$ cat src/rtl/rot_pkg.sv
// Package: shared types and helpers for the row overhead timing generator.
// Assumes an 8-bit control word whose field layout is fixed by rot_ctrl_t.
package rot_pkg;

    localparam int CTRL_W = 8;

    // Control word layout, MSB first
    typedef struct packed {
        logic [1:0] spare;
        logic [1:0] pre_code;
        logic       dual_slope;
        logic       short_mode;
        logic       run;
        logic       pwr_down;
    } rot_ctrl_t;

    // Precharge width in sensor clocks for a 2-bit code; code 3 aliases code 2
    function automatic logic [1:0] pre_sclks(input logic [1:0] code);
        case (code)
            2'b00:   pre_sclks = 2'd1;
            2'b01:   pre_sclks = 2'd2;
            default: pre_sclks = 2'd3;
        endcase
    endfunction

endpackage

$ cat src/rtl/rot_cfg_regs.sv
// Module: holds the control word and the length value written by the host.
// Assumes write strobes are single-cycle and synchronous to clk. Keeps only
// the fields the timing logic uses; every other written bit is dropped.
module rot_cfg_regs
    import rot_pkg::*;
#(
    parameter int TMR_W   = 5,
    parameter int TMR_RST = 7
) (
    input  logic              clk,
    input  logic              rst_n,
    input  logic              ctrl_wr,
    input  logic [CTRL_W-1:0] ctrl_wdata,
    input  logic              tmr_wr,
    input  logic [CTRL_W-1:0] tmr_wdata,
    output logic              pwr_down_q,
    output logic              run_q,
    output logic              short_q,
    output logic [1:0]        pre_code_q,
    output logic [TMR_W-1:0]  tmr_q
);

    rot_ctrl_t wr_word;
    logic      unused_bits;

    assign wr_word     = rot_ctrl_t'(ctrl_wdata);
    assign unused_bits = ^{wr_word.spare, wr_word.dual_slope, tmr_wdata[CTRL_W-1:TMR_W]};

    // Control fields: cleared at reset, loaded on a control write
    always_ff @(posedge clk) begin
        if (!rst_n) begin
            pwr_down_q <= 1'b0;
            run_q      <= 1'b0;
            short_q    <= 1'b0;
            pre_code_q <= 2'b00;
        end else if (ctrl_wr) begin
            pwr_down_q <= wr_word.pwr_down;
            run_q      <= wr_word.run;
            short_q    <= wr_word.short_mode;
            pre_code_q <= wr_word.pre_code;
        end
    end

    // Length value: reset constant, low TMR_W bits loaded on a length write
    always_ff @(posedge clk) begin
        if (!rst_n)
            tmr_q <= TMR_W'(TMR_RST);
        else if (tmr_wr)
            tmr_q <= tmr_wdata[TMR_W-1:0];
    end

endmodule

$ cat src/rtl/rot_phase_div.sv
// Module: divides the master clock down to sensor-clock phases.
// Assumes DIV >= 2. Held at phase 0 while clr is high, so counting resumes
// from a known boundary once clr drops.
module rot_phase_div #(
    parameter int DIV  = 4,
    parameter int PH_W = (DIV > 1) ? $clog2(DIV) : 1
) (
    input  logic            clk,
    input  logic            rst_n,
    input  logic            clr,
    output logic [PH_W-1:0] phase,
    output logic            sclk_last
);

    localparam logic [PH_W-1:0] PH_LAST = PH_W'(DIV - 1);

    assign sclk_last = (phase == PH_LAST);

    // Phase counter: wraps at DIV-1, forced to zero by reset or clr
    always_ff @(posedge clk) begin
        if (!rst_n || clr)
            phase <= '0;
        else if (sclk_last)
            phase <= '0;
        else
            phase <= phase + 1'b1;
    end

endmodule

$ cat src/rtl/rot_window.sv
// Module: sequences one overhead window per accepted row-start strobe.
// Assumes sclk_last marks the final master cycle of each sensor clock. A strobe
// taken while idle is held until the next boundary. Length and precharge width
// are latched when the window opens.
module rot_window
    import rot_pkg::*;
#(
    parameter int TMR_W     = 5,
    parameter int LONG_SCLK = 35
) (
    input  logic             clk,
    input  logic             rst_n,
    input  logic             run,
    input  logic             short_mode,
    input  logic [TMR_W-1:0] tmr,
    input  logic [1:0]       pre_code,
    input  logic             row_start,
    input  logic             sclk_last,
    output logic             active,
    output logic             precharge,
    output logic             done
);

    localparam int SHORT_MAX = (1 << TMR_W) + 1;
    localparam int MAX_LEN   = (LONG_SCLK > SHORT_MAX) ? LONG_SCLK : SHORT_MAX;
    localparam int CNT_W     = $clog2(MAX_LEN + 1);

    logic             pending;
    logic [CNT_W-1:0] sidx;
    logic [CNT_W-1:0] len_l;
    logic [1:0]       pre_l;
    logic [CNT_W-1:0] len_next;
    logic             go;
    logic             at_end;

    assign len_next  = short_mode ? (CNT_W'(tmr) + CNT_W'(2)) : CNT_W'(LONG_SCLK);
    assign go        = run && !active && (pending || row_start) && sclk_last;
    assign at_end    = (sidx == len_l - 1'b1);
    assign precharge = active && (sidx < CNT_W'(pre_l));
    assign done      = active && sclk_last && at_end;

    // Window sequencer: idle/pending/active with sensor-clock index
    always_ff @(posedge clk) begin
        if (!rst_n) begin
            active  <= 1'b0;
            pending <= 1'b0;
            sidx    <= '0;
            len_l   <= '0;
            pre_l   <= 2'd0;
        end else if (!run) begin
            active  <= 1'b0;
            pending <= 1'b0;
            sidx    <= '0;
        end else if (active) begin
            if (sclk_last) begin
                if (at_end) begin
                    active <= 1'b0;
                    sidx   <= '0;
                end else begin
                    sidx <= sidx + 1'b1;
                end
            end
        end else if (go) begin
            active  <= 1'b1;
            pending <= 1'b0;
            sidx    <= '0;
            len_l   <= len_next;
            pre_l   <= pre_sclks(pre_code);
        end else if (row_start) begin
            pending <= 1'b1;
        end
    end

endmodule

$ cat src/rtl/rot_timing_gen.sv
// Module: top of the row overhead timing generator.
// Assumes all inputs are synchronous to clk. Connects the setting registers,
// the sensor-clock divider and the window sequencer; the divider is cleared
// whenever the run bit is low.
module rot_timing_gen
    import rot_pkg::*;
#(
    parameter int SCLK_DIV  = 4,
    parameter int TMR_W     = 5,
    parameter int TMR_RST   = 7,
    parameter int LONG_SCLK = 35
) (
    input  logic              clk,
    input  logic              rst_n,
    input  logic              ctrl_wr,
    input  logic [CTRL_W-1:0] ctrl_wdata,
    input  logic              tmr_wr,
    input  logic [CTRL_W-1:0] tmr_wdata,
    input  logic              row_start,
    output logic              rot_active,
    output logic              precharge,
    output logic              power_down,
    output logic              rot_done
);

    localparam int PH_W = (SCLK_DIV > 1) ? $clog2(SCLK_DIV) : 1;

    logic             run_q;
    logic             short_q;
    logic [1:0]       pre_code_q;
    logic [TMR_W-1:0] tmr_q;
    logic [PH_W-1:0]  phase_q;
    logic             sclk_last;

    rot_cfg_regs #(
        .TMR_W   (TMR_W),
        .TMR_RST (TMR_RST)
    ) u_regs (
        .clk        (clk),
        .rst_n      (rst_n),
        .ctrl_wr    (ctrl_wr),
        .ctrl_wdata (ctrl_wdata),
        .tmr_wr     (tmr_wr),
        .tmr_wdata  (tmr_wdata),
        .pwr_down_q (power_down),
        .run_q      (run_q),
        .short_q    (short_q),
        .pre_code_q (pre_code_q),
        .tmr_q      (tmr_q)
    );

    rot_phase_div #(
        .DIV  (SCLK_DIV),
        .PH_W (PH_W)
    ) u_div (
        .clk       (clk),
        .rst_n     (rst_n),
        .clr       (!run_q),
        .phase     (phase_q),
        .sclk_last (sclk_last)
    );

    rot_window #(
        .TMR_W     (TMR_W),
        .LONG_SCLK (LONG_SCLK)
    ) u_win (
        .clk        (clk),
        .rst_n      (rst_n),
        .run        (run_q),
        .short_mode (short_q),
        .tmr        (tmr_q),
        .pre_code   (pre_code_q),
        .row_start  (row_start),
        .sclk_last  (sclk_last),
        .active     (rot_active),
        .precharge  (precharge),
        .done       (rot_done)
    );

endmodule

$ cat config.mk
export PLATFORM = sky130hd
export DESIGN_NAME = rot_timing_gen
export DESIGN_NICKNAME = d
export VERILOG_FILES = /design/src/rtl/rot_pkg.sv /design/src/rtl/rot_cfg_regs.sv /design/src/rtl/rot_phase_div.sv /design/src/rtl/rot_window.sv /design/src/rtl/rot_timing_gen.sv
export SDC_FILE = /design/constraint.sdc
export NUM_CORES = 1
export LEC_CHECK = 0
export ABC_AREA = 1
export BUFFER_PORTS_ARGS = -buffer_cell sky130_fd_sc_hd__buf_2
export CORE_ASPECT_RATIO = 0.75
export CORE_MARGIN = 3
export CORE_UTILIZATION = 30
export CTS_CLUSTER_SIZE = 8
export DETAILED_ROUTE_END_ITERATION = 10
export GPL_TIMING_DRIVEN = 1
export HOLD_SLACK_MARGIN = 0.1
export PLACE_DENSITY = 0.55
export SLEW_MARGIN = 20
export SYNTH_ARGS = -nofsm -noshare
export SYNTH_HDL_FRONTEND = slang
export SYNTH_SLANG_ARGS = --single-unit
export TNS_END_PERCENT = 30
$ cat constraint.sdc
create_clock -name clk -period 4.45 [get_ports clk]
set_input_delay 0.445 -clock clk [delete_from_list [all_inputs] [get_ports clk]]
set_output_delay 0.445 -clock clk [all_outputs]
set_load 0.01 [all_outputs]
==> Word level (Yosys, flattened, before mapping) <==
Cells that the tools add are included.
{ "totals": {"word_cells": 52, "out_inout_bits": 4, "regBits": 28} }
{ "classes": {"order_cmp": 1, "n_addsub": 4, "bitwise_logic": 1, "mux": 12, "eq_ne": 4, "n_reduce_logical": 19} }
{ "op_table": {"columns": ["operator", "count"], "rows": [
  ["$mux W6", 5],
  ["$add A5 B2 Y6 const B", 1],
  ["$add A6 B1 Y6 const B", 1],
  ["$eq A6 B6 Y1", 1],
  ["$logic_and A1 B1 Y1", 6],
  ["$lt A6 B2 Y1", 1],
  ["$mux W1", 6],
  ["$reduce_and A2 Y1", 3],
  ["$sub A6 B1 Y6 const B", 1],
  ["$pmux W2 S2", 1],
  ["$reduce_bool A2 Y1", 2],
  ["$logic_not A1 Y1", 3],
  ["$reduce_and A3 Y1", 1],
  ["$add A2 B1 Y2 const B", 1],
  ["$eq A2 B1 Y1 const B", 1],
  ["$eq A2 B2 Y1 const B", 1],
  ["$logic_not A2 Y1", 1],
  ["$logic_or A1 B1 Y1", 2],
  ["$ne A2 B1 Y1 const B", 1],
  ["$reduce_or A2 Y1", 1],
  ["$not A1 Y1", 1]
]} }

==> Depth between registers and ports, before layout <==
{ "depth": {"depth_word": 6, "mapped_depth": 11, "mapped_depth_nobuf": 11} }

==> Modules after synthesis <==
From an unflattened synthesis, not the netlist that was laid out.
{ "unflattened": {"hier_cells": 217, "area_unflattened_um2": 1516.5} }
{ "modules_own_cells": {"columns": ["mod", "cells_each", "area_each_um2", "n_inst"], "rows": [
  ["rot_window", 149, 1022.2, 1],
  ["rot_cfg_regs", 58, 409.1, 1],
  ["rot_phase_div", 9, 81.3, 1],
  ["rot_timing_gen", 1, 3.8, 1]
]} }

==> Least setup slack after synthesis <==
Ideal clock, no wire load.
{ "synth_path": {"path_type": "reg2out", "from": "reg u_win.len_l[1]", "to": "out rot_done", "required_ns": 4.005, "path_stages_with_launch": 8, "arrival_time_ns": 1.351, "n_path_buf": 0, "path_slack_ns": 2.654, "cell_sequence": "dfxtp_1 -> inv_1 -> ha_1 -> xor2_1 -> nand3_1 -> nor2_2 -> nand3_2 -> nor2_1"} }
{ "synth_between": {"elab_chain_cells": 3} }
{ "synth_lines": {"columns": ["item", "line_no", "text"], "rows": [
  ["start, declared", "rot_window.sv:30", "logic [CNT_W-1:0] len_l;"],
  ["start signal, assigned", "rot_window.sv:67", "len_l <= len_next;"],
  ["$sub A6 B1 Y6", "rot_window.sv:38", "assign at_end = (sidx == len_l - 1'b1);"],
  ["$eq A6 B6 Y1", "rot_window.sv:38", null],
  ["$logic_and A1 B1 Y1", "rot_window.sv:40", "assign done = active && sclk_last && at_end;"],
  ["end, declared", "rot_timing_gen.sv:23", "output logic rot_done"]
]} }
Every way passes these cells.

==> Worst setup path in the final report <==
{ "layout_path": {"from": "reg u_win.len_l[0]", "to": "out rot_done"} }
Same word-level chain as after synthesis.

==> metrics list <==
- Run status: finished clean
* Number of design rule violations left after detail routing: 0
* Max-Slew Margin vs Limit: 66.7%
- Number of global-route vias before repair: around 1.1k
* Initial antenna violation count: 0
* RSZ-0062 raised after global routing: no
* Worst slack after detailed placement: 2.46 ns
- Summed over its instances, the top area cell type makes up 40.1% of the synthesized netlist area.
- Detailed-route via count: roughly 1.2k
- The count of buffers added on input and output ports is 18.
- In this run the worst path has a maximum fanout of 8.
* Deepest level of the CTS H-tree: 1
- The cell count after synthesis came out at around 200.
- Crit start category: flop
- Mean instance size in the synthesized netlist: 7.14 µm²
* Net Count, Synth: approximately 220
- The first global-routing pass estimated slightly below 5000 µm of wire.
- Setup slack on the worst flop-to-flop path: ~2.6 ns
- I/O pins: 25
* Leakage: approximately 0.71 nW
- Length of the first detailed-routing pass in iterations: 4
- The path class of the tightest hold or removal check is in -> reg.
- Sorting the synthesized cells by area gives the leading types as dfxtp_1 40%, nand2_1 12%, inv_1 6.4%.
* Inserted Diodes: 0
- Global routing consumed, over all layers together, a little over a tenth of the routing resources.
- In this run the core area contains 20 standard-cell rows.
- For the worst flop-to-flop path, the logic depth is 6.
- For the pin with the worst max-slew slack, the measured transition is about 0.5 ns.
- Endpoint required time on the critical path: approximately 4 ns
* Die boundary width: 84.9 µm
* Number of maximum-capacitance violations: 0
- At the end of routability-driven placement, the weighted congestion stood at approximately 0.73.
- Final setup skew: between 0.0015 and 0.002 ns
- The die covers about 5500 µm².
* FF+latch count, synth: 28
- The final number of max-transition violations came to 0.
* Total wire length after detailed routing: 2750 µm
- Clock tree synthesis inserted a total of 3 buffers.
- Hold Path Stages: 3
- Synthesized cell area: approximately 1400 µm²
- In this run the vertical extent of the chip is around 65 µm.
* Maximum number of pins on one net before global-route repair: 17
- Across all hold checks on the routed design, the worst slack comes to 0.378 ns.
- Post-synthesis cell type count: 26
- Fraction of layout instances using a drive strength above 1: between 15 and 20%
* CTS hold repair buffers: 0
- The Yosys step of the flow raised 0 warnings.
- Root Buffer Master: clkbuf_8
* Buffers inserted during post-CTS setup optimization: 0
- Max clock buf depth: 2
* Commonest cells after routing, fill and taps aside: 45 x nand2_1, 28 x dfxtp_1, 24 x inv_1
* Total number of clock tree sinks: 28
- TritonCTS clock tree: built
- Upper clock frequency limit: approximately 440 MHz
- Final setup margin: around 2.2 ns
- Starting DRT DRC Count: 90
- For the worst setup path, the data arrival time is approximately 1.8 ns.
- At the later pin of the worst-skew pair, clock insertion delay measures about 0.28 ns.
- Filler cell count: between 400 and 500
- The detail route stage leaves a number of antenna-violating nets equal to 0.
- Effective utilization at floorplan: 32.9%
* Final Hold Violating Endpoints: 0
- Global routing finished with a remaining overflow of 0.
* Post-CTS sizing: 0
- Period utilisation layout: 51.3%
- In the final routed layout, each cell accounts on average for 10.2 µm.
- The library cell used most frequently in the layout, excluding fill and tap cells, is nand2_1.
- Number of vias per cell: around 4.5
- In this run the power density over the cells is slightly above 300 nW/µm².
- In the final layout, the multi-input gates occupy between 700 and 800 µm².
- After clock tree synthesis, the clock-pin slew on the worst setup and hold paths is roughly 0.09 ns.
- Worst Path Class, Setup: reg -> out
- FF+latch area: 561 µm²
- The total area inside the core boundary comes to ~4300 µm².
* Share of the yosys chip area belonging to registers: between 40% and 50%
* Maximum VDD drop: roughly 0.21 mV
- HPWL reported at the end of detailed placement: ~2200 µm
- Area Growth Syn to Fin: 15.8%
* Kind of end point of the critical path: output pin
- Number of nets in the layout: between 200 and 250
* Setup violators final: 0
- Setup TNS: 0 ns
- The synthesized design spends more area on one cell type than any other, namely dfxtp_1.
* Final Critical Period: approximately 2.3 ns
[per-layer routing]
metal / part of all wire, % / track usage (%) / vias up
met2: 41 / 16.9 / 26
met4: 0.62 / 2.37 / 0
met1: 53 / 14.9 / 511
met3: 5.3 / 3.01 / 3
li1: - / - / 675
met5: 0 / 0 / -
[per-stage QoR]
step	total power, mW	instance area (µm²)	utilization [%]	instances
after global routing	0.514	1620	38.1	271
after detailed placement	0.296	1550	36.4	267
after floorplan	0.284	1400	-	196
final	0.490	1620	38.1	271
after CTS	0.499	1620	38.1	271
after global placement	0.295	1550	36.4	267
[critical path: stages, from the launching register on]
cell     delay [ns]
dfxtp_1        0.37
inv_2          0.08
ha_1           0.23
inv_1          0.06
nand2_1        0.06
nand3_1        0.09
nand3_1        0.10
nor2_2         0.12
nand3_2        0.17
nor2_1         0.13
buf_2          0.14
[synth_stat cells]
cell type and n:
nand2_1 45, dfxtp_1 28, inv_1 24, nor2_1 19, a21oi_1 16, nand3_1 15, o21ai_0 11, ha_1 5
nor3_1 5, xor2_1 5, inv_2 3, a211oi_1 2, nand2_2 2, nand3_2 2, nor2_2 2, nor2_4 2
a2111oi_0 1, a221oi_1 1, a22oi_1 1, buf_2 1, clkbuf_1 1, nor3b_1 1, nor4_1 1, o21ai_2 1
o21bai_1 1, xnor2_1 1
[cell families after synthesis]
kind of cell               Yosys count  share of synthesized area (%)
and+or+nand+nor                     94                           30.1
AOI/OAI and AO/OA                   34                           13.7
buffers and inverters               29                           7.87
DFF                                 28                           40.1
xor gates and xnor gates             6                           3.76
adders and majority gates            5                           4.47
[worst paths after layout]
check            startpoint         endpoint
max          u_win.len_l[0]         rot_done
min            tmr_wdata[1]  u_regs.tmr_q[1]
max reg2reg  u_div.phase[0]    u_win.sidx[1]
min reg2reg  u_div.phase[0]   u_div.phase[0]
[flip-flops by register name, indices dropped and copies added, names as in the netlist]
register and flops:
u_win.len_l 6, u_win.sidx 6, u_regs.tmr_q 5, u_div.phase 2
u_regs.pre_code_q 2, u_win.pre_l 2, u_regs.pwr_down_q 1, u_regs.run_q 1
u_regs.short_q 1, u_win.active 1, u_win.pending 1
[report_power, final]
group	internal, mW	switching, mW	total [mW]	leakage (nW)
Clock	0.121	0.0805	0.201	0.0357
Combinational	0.0118	0.0155	0.0273	0.443
Sequential	0.258	0.00439	0.262	0.228
Total	0.390	0.100	0.490	0.707
[area by class of cell]
class | instances | share of cell area [%]
Multi-Input combinational cell | 139 | 44.9
Clock buffer | 3 | 2.55
Timing Repair Buffer | 18 | 5.56
Clock inverter | 1 | 1.85
Sequential cell | 28 | 34.6
Inverter | 27 | 6.25
Tap cell | 55 | 4.25
(Power assumes the default switching activity.)
